### config.mk
export PLATFORM = sky130hd
export DESIGN_NAME = aliased_ctl_reg
export DESIGN_NICKNAME = d
export VERILOG_FILES = /design/src/rtl/acr_pkg.sv /design/src/rtl/acr_decode.sv /design/src/rtl/acr_merge.sv /design/src/rtl/acr_store.sv /design/src/rtl/acr_resp.sv /design/src/rtl/aliased_ctl_reg.sv
export SDC_FILE = /design/constraint.sdc
export NUM_CORES = 1
export LEC_CHECK = 0
export ABC_AREA = 1
export BUFFER_PORTS_ARGS = -buffer_cell sky130_fd_sc_hd__buf_2
export CORE_ASPECT_RATIO = 1.1
export CORE_MARGIN = 1
export CORE_UTILIZATION = 39
export DETAILED_ROUTE_END_ITERATION = 10
export PLACE_DENSITY = 0.8
export SLEW_MARGIN = 20
export SYNTH_ARGS = -nofsm -noshare
export SYNTH_HDL_FRONTEND = slang
export SYNTH_SLANG_ARGS = --single-unit
export TNS_END_PERCENT = 5
### constraint.sdc
create_clock -name clk -period 4.9 [get_ports clk]
set_input_delay 0.98 -clock clk [delete_from_list [all_inputs] [get_ports clk]]
set_output_delay 0.98 -clock clk [all_outputs]
set_load 0.01 [all_outputs]
### src/rtl/acr_pkg.sv
package acr_pkg;
  // Kind of update selected by the address decoder
  typedef enum logic [1:0] {
    OP_NONE = 2'd0,
    OP_LOAD = 2'd1,
    OP_AND  = 2'd2,
    OP_OR   = 2'd3
  } wr_op_e;

  // Word slot a request lands on
  typedef enum logic [1:0] {
    SLOT_PLAIN = 2'd0,
    SLOT_CLR   = 2'd1,
    SLOT_SET   = 2'd2,
    SLOT_OTHER = 2'd3
  } slot_e;
endpackage

### src/rtl/acr_decode.sv
module acr_decode
  import acr_pkg::*;
#(
  parameter int ADDR_W     = 24,
  parameter int WORD_SHIFT = 3,
  parameter int BASE_WORD  = 'h4020
) (
  input  logic              acc,
  input  logic              wr,
  input  logic [ADDR_W-1:0] addr,
  output wr_op_e            op,
  output logic              rd_go,
  output logic              rd_hit,
  output logic              bad
);
  localparam int OFF_W = ADDR_W - WORD_SHIFT;
  localparam logic [OFF_W-1:0] W_PLAIN = OFF_W'(BASE_WORD);
  localparam logic [OFF_W-1:0] W_CLR   = OFF_W'(BASE_WORD + 1);
  localparam logic [OFF_W-1:0] W_SET   = OFF_W'(BASE_WORD + 2);

  function automatic slot_e slot_of(input logic [OFF_W-1:0] w);
    if (w == W_PLAIN)    return SLOT_PLAIN;
    else if (w == W_CLR) return SLOT_CLR;
    else if (w == W_SET) return SLOT_SET;
    else                 return SLOT_OTHER;
  endfunction

  logic [OFF_W-1:0]      word;
  logic [WORD_SHIFT-1:0] unused_byte_lane;
  slot_e                 slot;

  assign word             = addr[ADDR_W-1:WORD_SHIFT];
  assign unused_byte_lane = addr[WORD_SHIFT-1:0];
  assign slot             = slot_of(word);

  always_comb begin
    op = OP_NONE;
    if (acc && wr) begin
      unique case (slot)
        SLOT_PLAIN: op = OP_LOAD;
        SLOT_CLR:   op = OP_AND;
        SLOT_SET:   op = OP_OR;
        default:    op = OP_NONE;
      endcase
    end
  end

  assign rd_go  = acc && !wr;
  assign rd_hit = rd_go && (slot == SLOT_PLAIN);
  assign bad    = acc && (wr ? (slot == SLOT_OTHER) : (slot != SLOT_PLAIN));
endmodule

### src/rtl/acr_merge.sv
module acr_merge
  import acr_pkg::*;
#(
  parameter int DATA_W = 64,
  parameter int KEEP_W = 16
) (
  input  wr_op_e            op,
  input  logic [KEEP_W-1:0] cur_keep,
  input  logic [DATA_W-1:0] wdata,
  output logic [KEEP_W-1:0] nxt_keep,
  output logic              upd
);
  localparam int LO_W = DATA_W - KEEP_W;

  function automatic logic [KEEP_W-1:0] merge_bits(
    input wr_op_e            o,
    input logic [KEEP_W-1:0] cur,
    input logic [KEEP_W-1:0] d
  );
    case (o)
      OP_LOAD: return d;
      OP_AND:  return cur & d;
      OP_OR:   return cur | d;
      default: return cur;
    endcase
  endfunction

  logic [KEEP_W-1:0] wd_keep;
  assign wd_keep = wdata[DATA_W-1:LO_W];

  generate
    if (LO_W > 0) begin : g_lo_sink
      logic [LO_W-1:0] unused_low_data;
      assign unused_low_data = wdata[LO_W-1:0];
    end
  endgenerate

  assign nxt_keep = merge_bits(op, cur_keep, wd_keep);
  assign upd      = (op != OP_NONE);
endmodule

### src/rtl/acr_store.sv
module acr_store #(
  parameter int KEEP_W = 16
) (
  input  logic              clk,
  input  logic              rst_n,
  input  logic              upd,
  input  logic [KEEP_W-1:0] nxt_keep,
  output logic [KEEP_W-1:0] keep_q,
  output logic              irq_q
);
  always_ff @(posedge clk) begin
    if (!rst_n) begin
      keep_q <= '0;
      irq_q  <= 1'b0;
    end else if (upd) begin
      keep_q <= nxt_keep;
      irq_q  <= nxt_keep[KEEP_W-1];
    end
  end
endmodule

### src/rtl/acr_resp.sv
module acr_resp #(
  parameter int DATA_W = 64
) (
  input  logic              clk,
  input  logic              rst_n,
  input  logic              rd_go,
  input  logic              rd_hit,
  input  logic              bad,
  input  logic [DATA_W-1:0] cur_full,
  output logic              rsp_valid,
  output logic [DATA_W-1:0] rsp_rdata,
  output logic              unimpl_pulse
);
  always_ff @(posedge clk) begin
    if (!rst_n) begin
      rsp_valid    <= 1'b0;
      rsp_rdata    <= '0;
      unimpl_pulse <= 1'b0;
    end else begin
      rsp_valid    <= rd_go;
      rsp_rdata    <= rd_hit ? cur_full : '0;
      unimpl_pulse <= bad;
    end
  end
endmodule

### src/rtl/aliased_ctl_reg.sv
module aliased_ctl_reg
  import acr_pkg::*;
#(
  parameter int DATA_W     = 64,
  parameter int KEEP_W     = 16,
  parameter int ADDR_W     = 24,
  parameter int WORD_SHIFT = 3,
  parameter int BASE_WORD  = 'h4020
) (
  input  logic              clk,
  input  logic              rst_n,
  input  logic              req_valid,
  output logic              req_ready,
  input  logic              req_write,
  input  logic [ADDR_W-1:0] req_addr,
  input  logic [DATA_W-1:0] req_wdata,
  output logic              rsp_valid,
  output logic [DATA_W-1:0] rsp_rdata,
  output logic              irq_level,
  output logic              unimpl_pulse
);
  localparam int LO_W = DATA_W - KEEP_W;

  // Named internal events, visible to the bound checker
  logic              acc;
  wr_op_e            wr_op;
  logic              rd_go;
  logic              rd_hit;
  logic              bad;
  logic              upd;
  logic [KEEP_W-1:0] nxt_keep;
  logic [KEEP_W-1:0] keep_q;
  logic [DATA_W-1:0] reg_full;

  assign req_ready = 1'b1;
  assign acc       = req_valid && req_ready;

  acr_decode #(
    .ADDR_W(ADDR_W), .WORD_SHIFT(WORD_SHIFT), .BASE_WORD(BASE_WORD)
  ) u_decode (
    .acc(acc), .wr(req_write), .addr(req_addr),
    .op(wr_op), .rd_go(rd_go), .rd_hit(rd_hit), .bad(bad)
  );

  acr_merge #(.DATA_W(DATA_W), .KEEP_W(KEEP_W)) u_merge (
    .op(wr_op), .cur_keep(keep_q), .wdata(req_wdata),
    .nxt_keep(nxt_keep), .upd(upd)
  );

  acr_store #(.KEEP_W(KEEP_W)) u_store (
    .clk(clk), .rst_n(rst_n), .upd(upd), .nxt_keep(nxt_keep),
    .keep_q(keep_q), .irq_q(irq_level)
  );

  generate
    if (LO_W > 0) begin : g_pad
      assign reg_full = {keep_q, {LO_W{1'b0}}};
    end else begin : g_nopad
      assign reg_full = keep_q;
    end
  endgenerate

  acr_resp #(.DATA_W(DATA_W)) u_resp (
    .clk(clk), .rst_n(rst_n), .rd_go(rd_go), .rd_hit(rd_hit), .bad(bad),
    .cur_full(reg_full), .rsp_valid(rsp_valid), .rsp_rdata(rsp_rdata),
    .unimpl_pulse(unimpl_pulse)
  );
endmodule

==> flow_summary.ini <==
[routing]
drtIter0Drc = 98
via_per_inst = 4.316
vias = 1748
drc_errors = 11
dr_wl_met2_um = 1984
m1WireLength_um = 1579
top_layer = met4
dr_wl_met3_um = 292
dr.pass1.iters = 7
ant_nets = 0
wl_um = 3869
detail_route.wl_per_cell_um = 9.553

[timing]
skew_ns = 0.006269
slew_viol_final = 0
rsz0062_at_grt = no
post-route-min-period_ns = 3.051
setup_violations = 0
period_share_pct = 62.26
fmax_ghz = 0.3278
maxSlewHeadroom_pct = 50.98
tns_ns = 0
hold_viol = 0
tightest_slew_ns = 0.7346

[worst_setup_path]
reg2regPathDepth = 4
reg2reg_to = u_store.keep_q[7]
r2r-start = u_store.keep_q[7]
crit_chain = buf_2, inv_1, nand2_1, nor2_1, nand2_1, nor2_2, nand3_1, inv_1, ha_1, inv_1, nor2_2, buf_4, a21oi_1, nand4_1, nand2_1, nor2_1
crit_slowest_cell = nor2_2
startpoint_type = input pin
crit_fanout = 32
cpPeakStageDelay_ns = 0.56
worst_setup_path_end_kind = flip-flop
endpoint = u_store.keep_q[7]
crit_start = req_addr[14]
worstSetupPathType = in2reg
critPathArrivalTime_ns = 3.23
ff2ff_setup_slack_ns = 4.06
required_ns = 5.08

[placement]
dpl.hpwl_um = 2744
port-buffer-count = 59
gp_congestion = 0.7022

[floorplanning]
initial_core_util_pct = 40.44
core-area_sq_mm = 0.005000
rows = 27
die_area_sq_mm = 0.005476
die_w_um = 70.65
io-pin-count = 160
die_h_um = 77.52

[flow_run]
cap_violations = 0

[logic_synthesis]
yosys.area.top_type = dfxtp_1
synth_ff_type = dfxtp_1
synth-compound-area-share_pct = 8.168
synth_edf_count = 0
synth-async-reset-ratio_pct = 0
synth_most_common_cell = nor2_1
synth_area_sq_mm = 0.002022
synth_top_family_by_area = buffers and inverters
synth-xor-area-share_pct = 0
syn-instance-count = 291
synth_mux_area_share_pct = 0
avgSynthCellArea_sq_um = 6.948
yosysTopAreaCellShare_pct = 33.66
yosysUniqueCellTypes = 23
synthTopCellsByCount = nor2_1 (59), buf_4 (49), inv_1 (46)
synth-seq-cells = 34
yosys.area_share.simple_pct = 26.24
synth_fa_ha_area_share_pct = 1.238
synthTopCellsByArea = dfxtp_1 (34%), buf_4 (18%), nor2_1 (11%)
yosysSeqAreaShare_pct = 33.66
yosys_warnings = 0

[layout]
drive_gt1_share_pct = 23.34
area_growth_pct = 11.70
diodes = 0
final_nets = 440

[clocking]
clkSinkCount = 34
post-cts-setup-buffers = 0
clk_pin_slew_ns = 0.07
clockBufferDepth = 2
clkLatencyLatePin_ns = 0.28
root_buffer = clkbuf_8
cts_made_buffers = 5
cts_hold_buf = 0
post_cts_resized = 0
cts_tree = yes
htreeDepth = 2

[status]
violations = DRC
status = finished, violations left

[worst_hold_path]
min_path_type = reg2reg
hp-start = u_store.keep_q[11]

[grt]
grt_usage_pct = 14.53
antenna_found_initial = 0
first_global_vias = 1519
grt_pass1_wl_um = 6334
grt_max_degree = 33
gr-total-overflow = 0

[power_and_ir_drop]
irDropWorstVdd_mv = 0.08951
powerDensity_mw_per_mm2 = 255.8
total_power_w = 0.0005777
p_leak_nw = 1.236
routing by layer:
layer  vias up  track usage [%]
li1        897                -
met5         -                0
met3         2            4.026
met1       770            14.66
met4         0            5.600
met2        79            27.96
worst max-delay path: cells and delay by family:
family                   cells  cell delay, ns
AO/OA/AOI/OAI                1            0.18
adder cells (fa/ha/maj)      1            0.22
AND/OR/NAND/NOR              9            1.29
buffers and inverters        5            0.56
power breakdown:
group / switching, W / internal (W)
sequential: 0.000000392 / 0.000277
combinational: 0.0000408 / 0.0000193
clock: 0.0000983 / 0.000142
total: 0.000139 / 0.000438
sequential cells by signal, summed over array words and instances, names as in the netlist:
register,cells
u_resp.rsp_rdata,16
u_resp.rsp_valid,1
u_resp.unimpl_pulse,1
u_store.irq_q,1
u_store.keep_q,15
worst min-delay path by stage:
stage,cells past startpoint,slack [ns],end
2_1_floorplan,2,0.43,u_resp.rsp_rdata[48]
3_3_place_gp,2,0.43,u_resp.rsp_rdata[51]
3_5_place_dp,2,0.44,u_resp.rsp_rdata[59]
4_1_cts,2,0.46,u_resp.rsp_rdata[59]
5_1_grt,2,0.47,u_resp.rsp_rdata[59]
6_report,2,0.46,u_resp.rsp_rdata[59]
stage by stage:
step	instance area [sq um]	cells	hold slack, ns	setup WS (ns)	utilization (%)
6_report	2258	405	0.4570	1.849	45.17
3_3_place_gp	2148	397	0.4349	1.566	42.97
5_1_grt	2258	405	0.4667	1.520	45.17
3_5_place_dp	2148	397	0.4440	1.500	42.97
2_1_floorplan	2198	338	0.4309	2.214	-
4_1_cts	2258	405	0.4571	1.790	45.17
layout make-up:
cell class / instances / area, sq um
clock buffers: 8 / 110.1
repair buffers: 60 / 302.8
fillers: 504 / 2741
well taps: 58 / 72.57
multi-input cells: 195 / 904.6
flip-flops and latches: 34 / 680.7
inverters: 50 / 187.7
layout by cell type, fill, tap and decap left out, types with 2 or more instances in the layout:
master,synthesis,final
clkbuf_8,0,8
dfxtp_1,34,34
nand4_1,16,16
nand2_1,22,22
nor2_8,2,2
nor2_1,59,59
inv_2,4,4
buf_2,7,59
ha_1,2,2
nor2_2,2,2
nand2_2,3,3
conb_1,2,49
nand3_1,3,3
a21oi_1,32,32
inv_1,46,46
logic make-up (layout without fill, tap and decap cells):
logic type / after synthesis / in the layout
adder cells (fa/ha/maj): 2 / 2
AO/OA/AOI/OAI: 33 / 33
flip-flops: 34 / 34
buffers and inverters: 109 / 118
AND/OR/NAND/NOR: 111 / 111
other: 2 / 49
Note: power is estimated with default switching activity, not from simulation.
